--- config.mk ---
export PLATFORM = sky130hd
export DESIGN_NAME = ppb_default_responder
export DESIGN_NICKNAME = d
export VERILOG_FILES = /design/src/rtl/ppb_pkg.sv /design/src/rtl/ppb_window_decode.sv /design/src/rtl/ppb_hit_arbiter.sv /design/src/rtl/ppb_resp_fsm.sv /design/src/rtl/ppb_default_responder.sv
export SDC_FILE = /design/constraint.sdc
export NUM_CORES = 1
export LEC_CHECK = 0
export CELL_PAD_IN_SITES_DETAIL_PLACEMENT = 1
export CELL_PAD_IN_SITES_GLOBAL_PLACEMENT = 2
export CORE_ASPECT_RATIO = 0.6
export CORE_MARGIN = 2
export CORE_UTILIZATION = 10
export CTS_BUF_LIST = sky130_fd_sc_hd__clkbuf_2 sky130_fd_sc_hd__clkbuf_4 sky130_fd_sc_hd__clkbuf_8
export DETAILED_ROUTE_END_ITERATION = 6
export GPL_TIMING_DRIVEN = 0
export MAX_ROUTING_LAYER = met4
export PLACE_DENSITY = 0.92
export SLEW_MARGIN = 15
export SYNTH_ARGS = -nofsm -noshare
export SYNTH_HDL_FRONTEND = slang
export SYNTH_SLANG_ARGS = --single-unit
export TNS_END_PERCENT = 1
--- constraint.sdc ---
create_clock -name clk -period 1.87 [get_ports clk]
set_input_delay 0.374 -clock clk [delete_from_list [all_inputs] [get_ports clk]]
set_output_delay 0.374 -clock clk [all_outputs]
set_load 0.02 [all_outputs]
--- src/rtl/ppb_pkg.sv ---
package ppb_pkg;

    typedef enum logic [1:0] {
        RGN_PPB    = 2'd0,
        RGN_SCS    = 2'd1,
        RGN_SCS_NS = 2'd2
    } ppb_region_e;

    typedef enum logic [1:0] {
        RSP_IDLE  = 2'd0,
        RSP_ZERO  = 2'd1,
        RSP_FAULT = 2'd2
    } rsp_state_e;

endpackage

--- src/rtl/ppb_window_decode.sv ---
module ppb_window_decode
    import ppb_pkg::*;
#(
    parameter int          ADDR_W     = 32,
    parameter int          N_SUB      = 4,
    parameter logic [31:0] WIN_BASE   = 32'hE000_0000,
    parameter int          WIN_LG2    = 20,
    parameter logic [31:0] SCS_BASE   = 32'hE000_E000,
    parameter logic [31:0] ALIAS_BASE = 32'hE002_E000,
    parameter int          PAGE_LG2   = 12
) (
    input  logic [ADDR_W-1:0] addr,
    input  logic              nonsec,
    input  logic [N_SUB-1:0]  hits,
    output logic              in_win,
    output ppb_region_e       region,
    output logic [N_SUB-1:0]  eff_hits
);
    localparam int WIN_TAG_W  = ADDR_W - WIN_LG2;
    localparam int PAGE_TAG_W = ADDR_W - PAGE_LG2;

    logic [WIN_TAG_W-1:0]  win_tag;
    logic [PAGE_TAG_W-1:0] page_tag;
    logic                  is_scs;
    logic                  is_alias;

    assign win_tag  = addr[ADDR_W-1:WIN_LG2];
    assign page_tag = addr[ADDR_W-1:PAGE_LG2];
    assign in_win   = (win_tag == WIN_BASE[ADDR_W-1:WIN_LG2]);
    assign is_scs   = (page_tag == SCS_BASE[ADDR_W-1:PAGE_LG2]);
    assign is_alias = (page_tag == ALIAS_BASE[ADDR_W-1:PAGE_LG2]);

    always_comb begin
        if (is_scs)        region = RGN_SCS;
        else if (is_alias) region = RGN_SCS_NS;
        else               region = RGN_PPB;
    end

    // Non-secure accesses through the alias never reach implemented registers.
    always_comb begin
        if (!in_win || (is_alias && nonsec)) eff_hits = '0;
        else                                 eff_hits = hits;
    end
endmodule

--- src/rtl/ppb_hit_arbiter.sv ---
module ppb_hit_arbiter #(
    parameter int N_SUB = 4
) (
    input  logic             clk,
    input  logic             rst_n,
    input  logic [N_SUB-1:0] hits,
    input  logic             sample,
    output logic [N_SUB-1:0] grant,
    output logic             conflict
);
    logic [N_SUB:0] seen;
    logic           multi;

    assign seen[0] = 1'b0;
    for (genvar i = 0; i < N_SUB; i++) begin : g_pick
        assign grant[i]  = hits[i] & ~seen[i];
        assign seen[i+1] = seen[i] | hits[i];
    end

    assign multi = |(hits & ~grant);

    always_ff @(posedge clk or negedge rst_n) begin
        if (!rst_n)               conflict <= 1'b0;
        else if (sample && multi) conflict <= 1'b1;
    end

    assert_grant_onehot_R5: assert property (@(posedge clk) disable iff (!rst_n)
        $onehot0(grant));
    assert_grant_subset_R5: assert property (@(posedge clk) disable iff (!rst_n)
        (grant & ~hits) == '0);
    assert_conflict_sticky_R6: assert property (@(posedge clk) disable iff (!rst_n)
        conflict |=> conflict);
endmodule

--- src/rtl/ppb_resp_fsm.sv ---
module ppb_resp_fsm
    import ppb_pkg::*;
(
    input  logic        clk,
    input  logic        rst_n,
    input  logic        claim,
    input  logic        claim_priv,
    input  ppb_region_e claim_region,
    input  logic        rsp_ready,
    output logic        rsp_valid,
    output logic        rsp_err,
    output logic [1:0]  rsp_region,
    output logic        can_accept
);
    rsp_state_e  state_q, state_d;
    ppb_region_e region_q;

    always_ff @(posedge clk or negedge rst_n) begin
        if (!rst_n) begin
            state_q  <= RSP_IDLE;
            region_q <= RGN_PPB;
        end else begin
            state_q <= state_d;
            if (claim) region_q <= claim_region;
        end
    end

    always_comb begin
        state_d = state_q;
        unique case (state_q)
            RSP_IDLE: begin
                if (claim) state_d = claim_priv ? RSP_ZERO : RSP_FAULT;
            end
            RSP_ZERO, RSP_FAULT: begin
                if (rsp_ready) begin
                    if (claim) state_d = claim_priv ? RSP_ZERO : RSP_FAULT;
                    else       state_d = RSP_IDLE;
                end
            end
            default: state_d = RSP_IDLE;
        endcase
    end

    always_comb begin
        rsp_valid  = 1'b0;
        rsp_err    = 1'b0;
        unique case (state_q)
            RSP_IDLE:  ;
            RSP_ZERO:  rsp_valid = 1'b1;
            RSP_FAULT: begin
                rsp_valid = 1'b1;
                rsp_err   = 1'b1;
            end
            default: ;
        endcase
        rsp_region = region_q;
        can_accept = !rsp_valid || rsp_ready;
    end

    assert_hold_valid_R9: assert property (@(posedge clk) disable iff (!rst_n)
        (rsp_valid && !rsp_ready) |=> (rsp_valid && $stable(rsp_err) && $stable(rsp_region)));
    assert_no_accept_when_held_R9: assert property (@(posedge clk) disable iff (!rst_n)
        (rsp_valid && !rsp_ready) |-> !can_accept);
endmodule

--- src/rtl/ppb_default_responder.sv ---
module ppb_default_responder
    import ppb_pkg::*;
#(
    parameter int ADDR_W = 32,
    parameter int DATA_W = 32,
    parameter int N_SUB  = 4
) (
    input  logic              clk,
    input  logic              rst_n,
    input  logic              req_valid,
    output logic              req_ready,
    input  logic [ADDR_W-1:0] req_addr,
    input  logic              req_write,
    input  logic [DATA_W-1:0] req_wdata,
    input  logic [1:0]        req_size,
    input  logic              req_priv,
    input  logic              req_nonsec,
    input  logic [N_SUB-1:0]  sub_hit,
    output logic [N_SUB-1:0]  sub_grant,
    output logic              rsp_valid,
    input  logic              rsp_ready,
    output logic              rsp_err,
    output logic [DATA_W-1:0] rsp_rdata,
    output logic [1:0]        rsp_region,
    output logic              hit_conflict
);
    logic              in_win;
    ppb_region_e       region;
    logic [N_SUB-1:0]  eff_hits;
    logic [N_SUB-1:0]  grant_raw;
    logic              accept;
    logic              claim;
    logic              unused_fields;

    // Write data, size and direction do not change a default answer.
    assign unused_fields = ^{req_write, req_wdata, req_size};

    ppb_window_decode #(
        .ADDR_W (ADDR_W),
        .N_SUB  (N_SUB)
    ) i_decode (
        .addr     (req_addr),
        .nonsec   (req_nonsec),
        .hits     (sub_hit),
        .in_win   (in_win),
        .region   (region),
        .eff_hits (eff_hits)
    );

    assign accept = req_valid && req_ready;

    ppb_hit_arbiter #(
        .N_SUB (N_SUB)
    ) i_arb (
        .clk      (clk),
        .rst_n    (rst_n),
        .hits     (eff_hits),
        .sample   (accept),
        .grant    (grant_raw),
        .conflict (hit_conflict)
    );

    assign sub_grant = req_valid ? grant_raw : '0;
    assign claim     = accept && in_win && (eff_hits == '0);

    ppb_resp_fsm i_fsm (
        .clk          (clk),
        .rst_n        (rst_n),
        .claim        (claim),
        .claim_priv   (req_priv),
        .claim_region (region),
        .rsp_ready    (rsp_ready),
        .rsp_valid    (rsp_valid),
        .rsp_err      (rsp_err),
        .rsp_region   (rsp_region),
        .can_accept   (req_ready)
    );

    assign rsp_rdata = '0;

    assert_claim_latency_R3: assert property (@(posedge clk) disable iff (!rst_n)
        (req_valid && req_ready && in_win && (sub_grant == '0)) |=> rsp_valid);
    assert_unpriv_fault_R4: assert property (@(posedge clk) disable iff (!rst_n)
        (req_valid && req_ready && in_win && (sub_grant == '0) && !req_priv) |=> rsp_err);
    assert_zero_data_R3: assert property (@(posedge clk) disable iff (!rst_n)
        rsp_valid |-> (rsp_rdata == '0));
    assert_granted_silent_R5: assert property (@(posedge clk) disable iff (!rst_n)
        (req_valid && req_ready && (sub_grant != '0)) |=> !rsp_valid);
endmodule

# --- Word-level counts from Yosys, hierarchy flattened ---
# Cells that the tools add are included.
op_classes:
  n_mux: 11
  n_reduce_logical: 14
  n_eq_ne: 7
  bitwise_logic: 10
op_table:
  columns: ["op", "count"]
  rows:
  - ["20-bit equality test, second input constant", 2]
  - ["12-bit equality test, second input constant", 1]
  - ["2-bit two-way mux", 6]
  - ["4-bit two-way mux", 2]
  - ["1-bit logical AND", 5]
  - ["4-bit bitwise AND", 1]
  - ["4-bit logical NOT", 1]
  - ["4-bit inverter", 1]
  - ["2-bit one-hot mux with 2 select lines", 1]
  - ["4-bit OR reduction", 1]
  - ["1-bit bitwise AND", 3]
  - ["1-bit inverter", 3]
  - ["2-bit by 1-bit equality test with 1-bit output, second input constant", 1]
  - ["2-bit equality test, second input constant", 1]
  - ["1-bit logical NOT", 2]
  - ["2-bit logical NOT", 1]
  - ["1-bit logical OR", 2]
  - ["1-bit two-way mux", 2]
  - ["2-bit by 1-bit inequality test with 1-bit output, second input constant", 1]
  - ["2-bit inequality test, second input constant", 1]
  - ["1-bit bitwise OR", 2]
  - ["2-bit AND reduction", 1]
  - ["2-bit OR reduction", 1]
word_totals:
  wordCells: 45
  in_bits: 77
  output_inout_bits: 42
  register_bits: 5

# --- Depth between registers and ports, before layout ---
# Gate-level depths: netlist of run 1.
depth:
  depth_word: 12
  mapped_depth: 5

# --- Cells and area by module ---
# Synthesis of run 1 repeated with hierarchy kept, for this count alone.
unflattened:
  hier_cells: 89
  hier_area_um2: 754.5
modules_own_cells:
  columns: ["mod", "instances", "area_per_inst_um2", "cells_per_inst"]
  rows:
  - ["ppb_default_responder", 1, 297.8, 40]
  - ["ppb_resp_fsm", 1, 226.5, 19]
  - ["ppb_window_decode", 1, 146.4, 22]
  - ["ppb_hit_arbiter", 1, 83.8, 8]

# --- Worst setup path before layout of run 1 ---
# No wires, ideal clock.
synth_path:
  path_kind: "input port to output port"
  startpoint: "input port req_addr[27]"
  endpoint: "output port sub_grant[3]"
  path_slack_ps: 31
  required_time_ps: 1496
  t_arrival_ps: 1465
  path_stages: 4
  path_cell_list: "nor4b_2 -> nand4_4 -> a31oi_1 -> and4b_1"
synth_between:
  elab_chain_cells: 9
  word_cells_on_any_way: 11
  cone_classes: "eq/ne: 2; mux: 2; bitwise: 4; reduce/logical: 3"
synth_rtl:
  columns: ["element", "line", "text"]
  rows:
  - ["start, declared", "ppb_default_responder.sv:12", "input logic [ADDR_W-1:0] req_addr,"]
  - ["20-bit equality test or 12-bit equality test (tied branches)", "ppb_window_decode.sv:31, ppb_window_decode.sv:29", null]
  - ["1-bit logical AND or 1-bit logical NOT (tied branches)", "ppb_window_decode.sv:41", "if (!in_win || (is_alias && nonsec)) eff_hits = '0;"]
  - ["1-bit logical OR *", "ppb_window_decode.sv:41", null]
  - ["4-bit two-way mux *", "ppb_window_decode.sv:41", null]
  - ["1-bit bitwise OR (2 in series)", "ppb_hit_arbiter.sv:17", "assign seen[i+1] = seen[i] | hits[i];"]
  - ["1-bit inverter", "ppb_hit_arbiter.sv:16", "assign grant[i] = hits[i] & ~seen[i];"]
  - ["1-bit bitwise AND *", "ppb_hit_arbiter.sv:16", null]
  - ["4-bit two-way mux *", "ppb_default_responder.sv:63", "assign sub_grant = req_valid ? grant_raw : '0;"]
  - ["end, declared", "ppb_default_responder.sv:19", "output logic [N_SUB-1:0] sub_grant,"]
# Mark *: on every way between the ends. The rest lies on a longest branch, timed or not.

# --- Final worst setup path of run 1 ---
layout_path:
  startpoint: "input port req_addr[21]"
  endpoint: "output port sub_grant[3]"
# The elaborated chain is that of the path after synthesis.

==> results.md, run 1 <==
- Setup Viol. Count Final: 4
- Placeable Area: 6790 um^2
- Peak supply drop: 0.116 mV
- Die area: between 7000 and 8000 um^2
- Clock-pin slew on the worst setup and hold paths: 40 ps
- R2R cell count: 5
- # rows: 23
- CTS buffer count: 3
- R2R Path End: i_fsm.rsp_region[0]
- Worst EP arrival: roughly 1500 ps
- Cells after Synth: 80
- CP Max Fanout: 5
- CTS tree: done
- Worst setup margin: -35.1 ps
- Setup CP Type: in2out
- Max Cap Violations: 0
- Syn_area_per_cell: 8.93 um^2
- Sw Share: 30.1%
- Comb pwr share: 37.4%
- # hold bufs at CTS: 0
- CTS root buffer: clkbuf_8
- DRC: 2
- Yosys warning count: 0
- Hold WS: ~380 ps
- Crit path time final: 1910 ps
- Power per cell area: 366 nW/um^2
- Hpwl dp: about 2 mm
- CP required: 1500 ps
- Initial antenna violation count: 0
- FF-to-FF setup slack: 180 ps
- Clk_skew: 0.865 ps
- Final net count: 239
- Clk buf depth: 2
- DRT iter0 DRCs: 24
- Share of cells above drive strength 1: 43.0%
- Avg WL per Cell: around 9.8 um
- I/O Pins: ~120
- Hold crit path type: in2async
- Initial Utilization: 10.5%
- Port Buffers: 39
- Register bit total from synthesis: 5
- Tcrit/Tclk final: 102%
- Vias per Instance: 2.96
- Clock Sinks: 5
- Area Growth Syn to Fin: 101%
- Grt ovf: 0
- Failing checks: DRC, setup timing
- First-pass GRT wire length: 3.70 mm
- CTS H-Tree Depth: 1
- Worst setup EP type: output port
- Unrepaired setup endpoints after global routing: true
- Final Slew Violations: 0
- Total GRT Usage: 6.03%
- Worst setup path start: req_addr[21]
- Run status: finished with violations
- Cell internal pwr: 367 uW
- Fmax: 525 MHz
- Leak Pwr: 0.758 nW
- Gpl congestion: roughly 0.7
- Routed vias: 725
- Final Hold Viols: 0
- Ant. Diodes: 0
- FF-to-FF Start: i_fsm.state_q[0]
- Largest net degree at the start of global routing: 6
- Sequential share of the synthesized area: 17.5%
- DRT antenna net count: 0
- Critical Path End: sub_grant[3]
- Inst Count DP: 237
- Vias in the first global route: roughly 740
- Startpoint types: primary input
- Clock power share: 41.8%
- Finished Layout Cells: between 200 and 250
- Cell variety after synth: 32
- Net switching power: 157 uW
- First-pass iteration count of the detailed router: 6
- Final wirelength: 2.39 mm
- Die Span X: 113 um
- Clock Latency Late Sink: 220 ps
- Synthesized cell area: 714 um^2
- Die Y: 69.5 um
- Sequential Power Share: 20.8%
-- final cells by class --
type | instances | area (um^2)
multi-input combinational | 69 | 517
sequential | 5 | 125
tap | 87 | 109
inverter | 5 | 18.8
buffer | 32 | 240
fill | 825 | 5360
clock buffer | 4 | 48.8
timing repair buffer | 43 | 374
-- sequential cells by signal, indices dropped and copies added, names as in the netlist --
signal,cells
i_arb.conflict,1
i_fsm.state_q,2
i_fsm.rsp_region,2
-- worst min-delay path by stage --
| stage | start | endpoint | cells after the start |
|---|---|---|---|
| final | rst_n | i_fsm.state_q[1] | 1 |
| after global routing | rst_n | i_fsm.state_q[0] | 1 |
| after CTS | rst_n | i_fsm.state_q[0] | 1 |
| after detailed placement | i_arb.conflict | i_arb.conflict | 1 |
| after global placement | i_arb.conflict | i_arb.conflict | 1 |
| after floorplan | rst_n | i_arb.conflict | 0 |
-- routing by layer --
| metal | track usage, % | part of all wire (%) | vias to the layer above |
|---|---|---|---|
| met4 | 2.71 | 2.0 | 0 |
| met2 | 11.1 | 58 | 12 |
| met5 | - | 0 | - |
| li1 | - | - | 367 |
| met3 | 0.787 | 2.1 | 4 |
| met1 | 6.45 | 38 | 342 |
-- cell usage in the layout, fill, tap and decap left out, types with 2 or more instances in the layout --
master           instances
clkdlybuf4s50_1         10
nand2_1                  3
clkbuf_8                 3
conb_1                  32
buf_6                    5
inv_1                    5
mux2i_1                  2
dfrtp_1                  5
ha_1                     3
nor2_1                   2
o22ai_1                  2
o21ai_0                  2
clkdlybuf4s15_1          3
dlygate4sd2_1            9
buf_2                    7
nor4b_4                  2
buf_4                   38
-- power groups by stage --
| stage | registers, mW | clock network, mW | logic [mW] |
|---|---|---|---|
| 3_3_place_gp | 0.110 | 0 | 0.190 |
| 4_1_cts | 0.109 | 0.221 | 0.190 |
| 2_1_floorplan | 0.111 | 0 | 0.121 |
| 3_5_place_dp | 0.110 | 0 | 0.192 |
| 6_report | 0.109 | 0.219 | 0.196 |
| 5_1_grt | 0.109 | 0.235 | 0.209 |
-- Yosys cell counts --
library cell	count	area, um^2
mux2i_1	2	20.0
o22ai_1	2	12.5
and2_1	1	6.26
and4b_1	1	10.0
a2111o_1	1	11.3
buf_4	32	240
nor4_2	1	12.5
conb_1	1	3.75
dfrtp_1	5	125
a211oi_4	1	20.0
and2b_1	1	7.51
ha_1	3	37.5
o21ai_0	2	10.0
nor4b_1	1	8.76
o21bai_1	1	7.51
inv_1	5	18.8
or4_4	1	11.3
a41o_1	1	10.0
a21oi_1	1	5.00
and3b_1	1	8.76
nand4bb_1	1	11.3
a31oi_1	1	6.26
and2b_2	1	8.76
nand2_1	3	11.3
or3_1	1	6.26
nand4_4	1	21.3
nor4b_2	1	15.0
mux2_4	1	15.0
nor2_1	3	11.3
or2b_1	1	7.51
and3_2	1	7.51
and3_1	1	6.26
-- what timing repair did --
item | 4_1_cts | 5_1_grt
buffers inserted | 4 | 0
resized for setup | 86 | 8
setup endpoints to repair | 11 | 8
endpoints found under the hold margin | 0 | 0
pin swaps | 12 | 5
-- per-stage QoR --
stage	utilization, %	cell area (um^2)	worst slack (ps)	TNS (ps)	total power, mW
2_1_floorplan	-	831	31.0	0	0.232
3_3_place_gp	19.6	1330	-1120	-6180	0.300
3_5_place_dp	19.6	1330	-1130	-6330	0.303
4_1_cts	20.9	1420	-51.8	-125	0.520
5_1_grt	21.1	1430	-91.2	-342	0.553
6_report	21.1	1430	-35.1	-60.7	0.524
-- cells by family (layout without fill, tap and decap cells) --
logic type,after synthesis,in the layout,share of synthesized area [%]
AND/OR/NAND/NOR,21,21,24.0
multiplexers,3,3,4.90
buffers and inverters,37,84,36.3
AO/OA/AOI/OAI,10,10,11.6
other,1,32,0.525
flip-flops,5,5,17.5
adder cells (fa/ha/maj),3,3,5.25
-- critical path, stage by stage --
cell and delay [ps]:
buf_6 100, nor4_4 310, nand4_4 150, a31oi_4 230, and4b_1 240, buf_6 120
No activity file was read; power rests on OpenSTA's default activity.
==> inputs of run 2 (changes only) <==
CAP_MARGIN = 20   (was not set)
GPL_ROUTABILITY_DRIVEN = 1   (was not set)
==> results of run 2 <==
The final DEF is identical to that of run 1; final timing and power are the same.
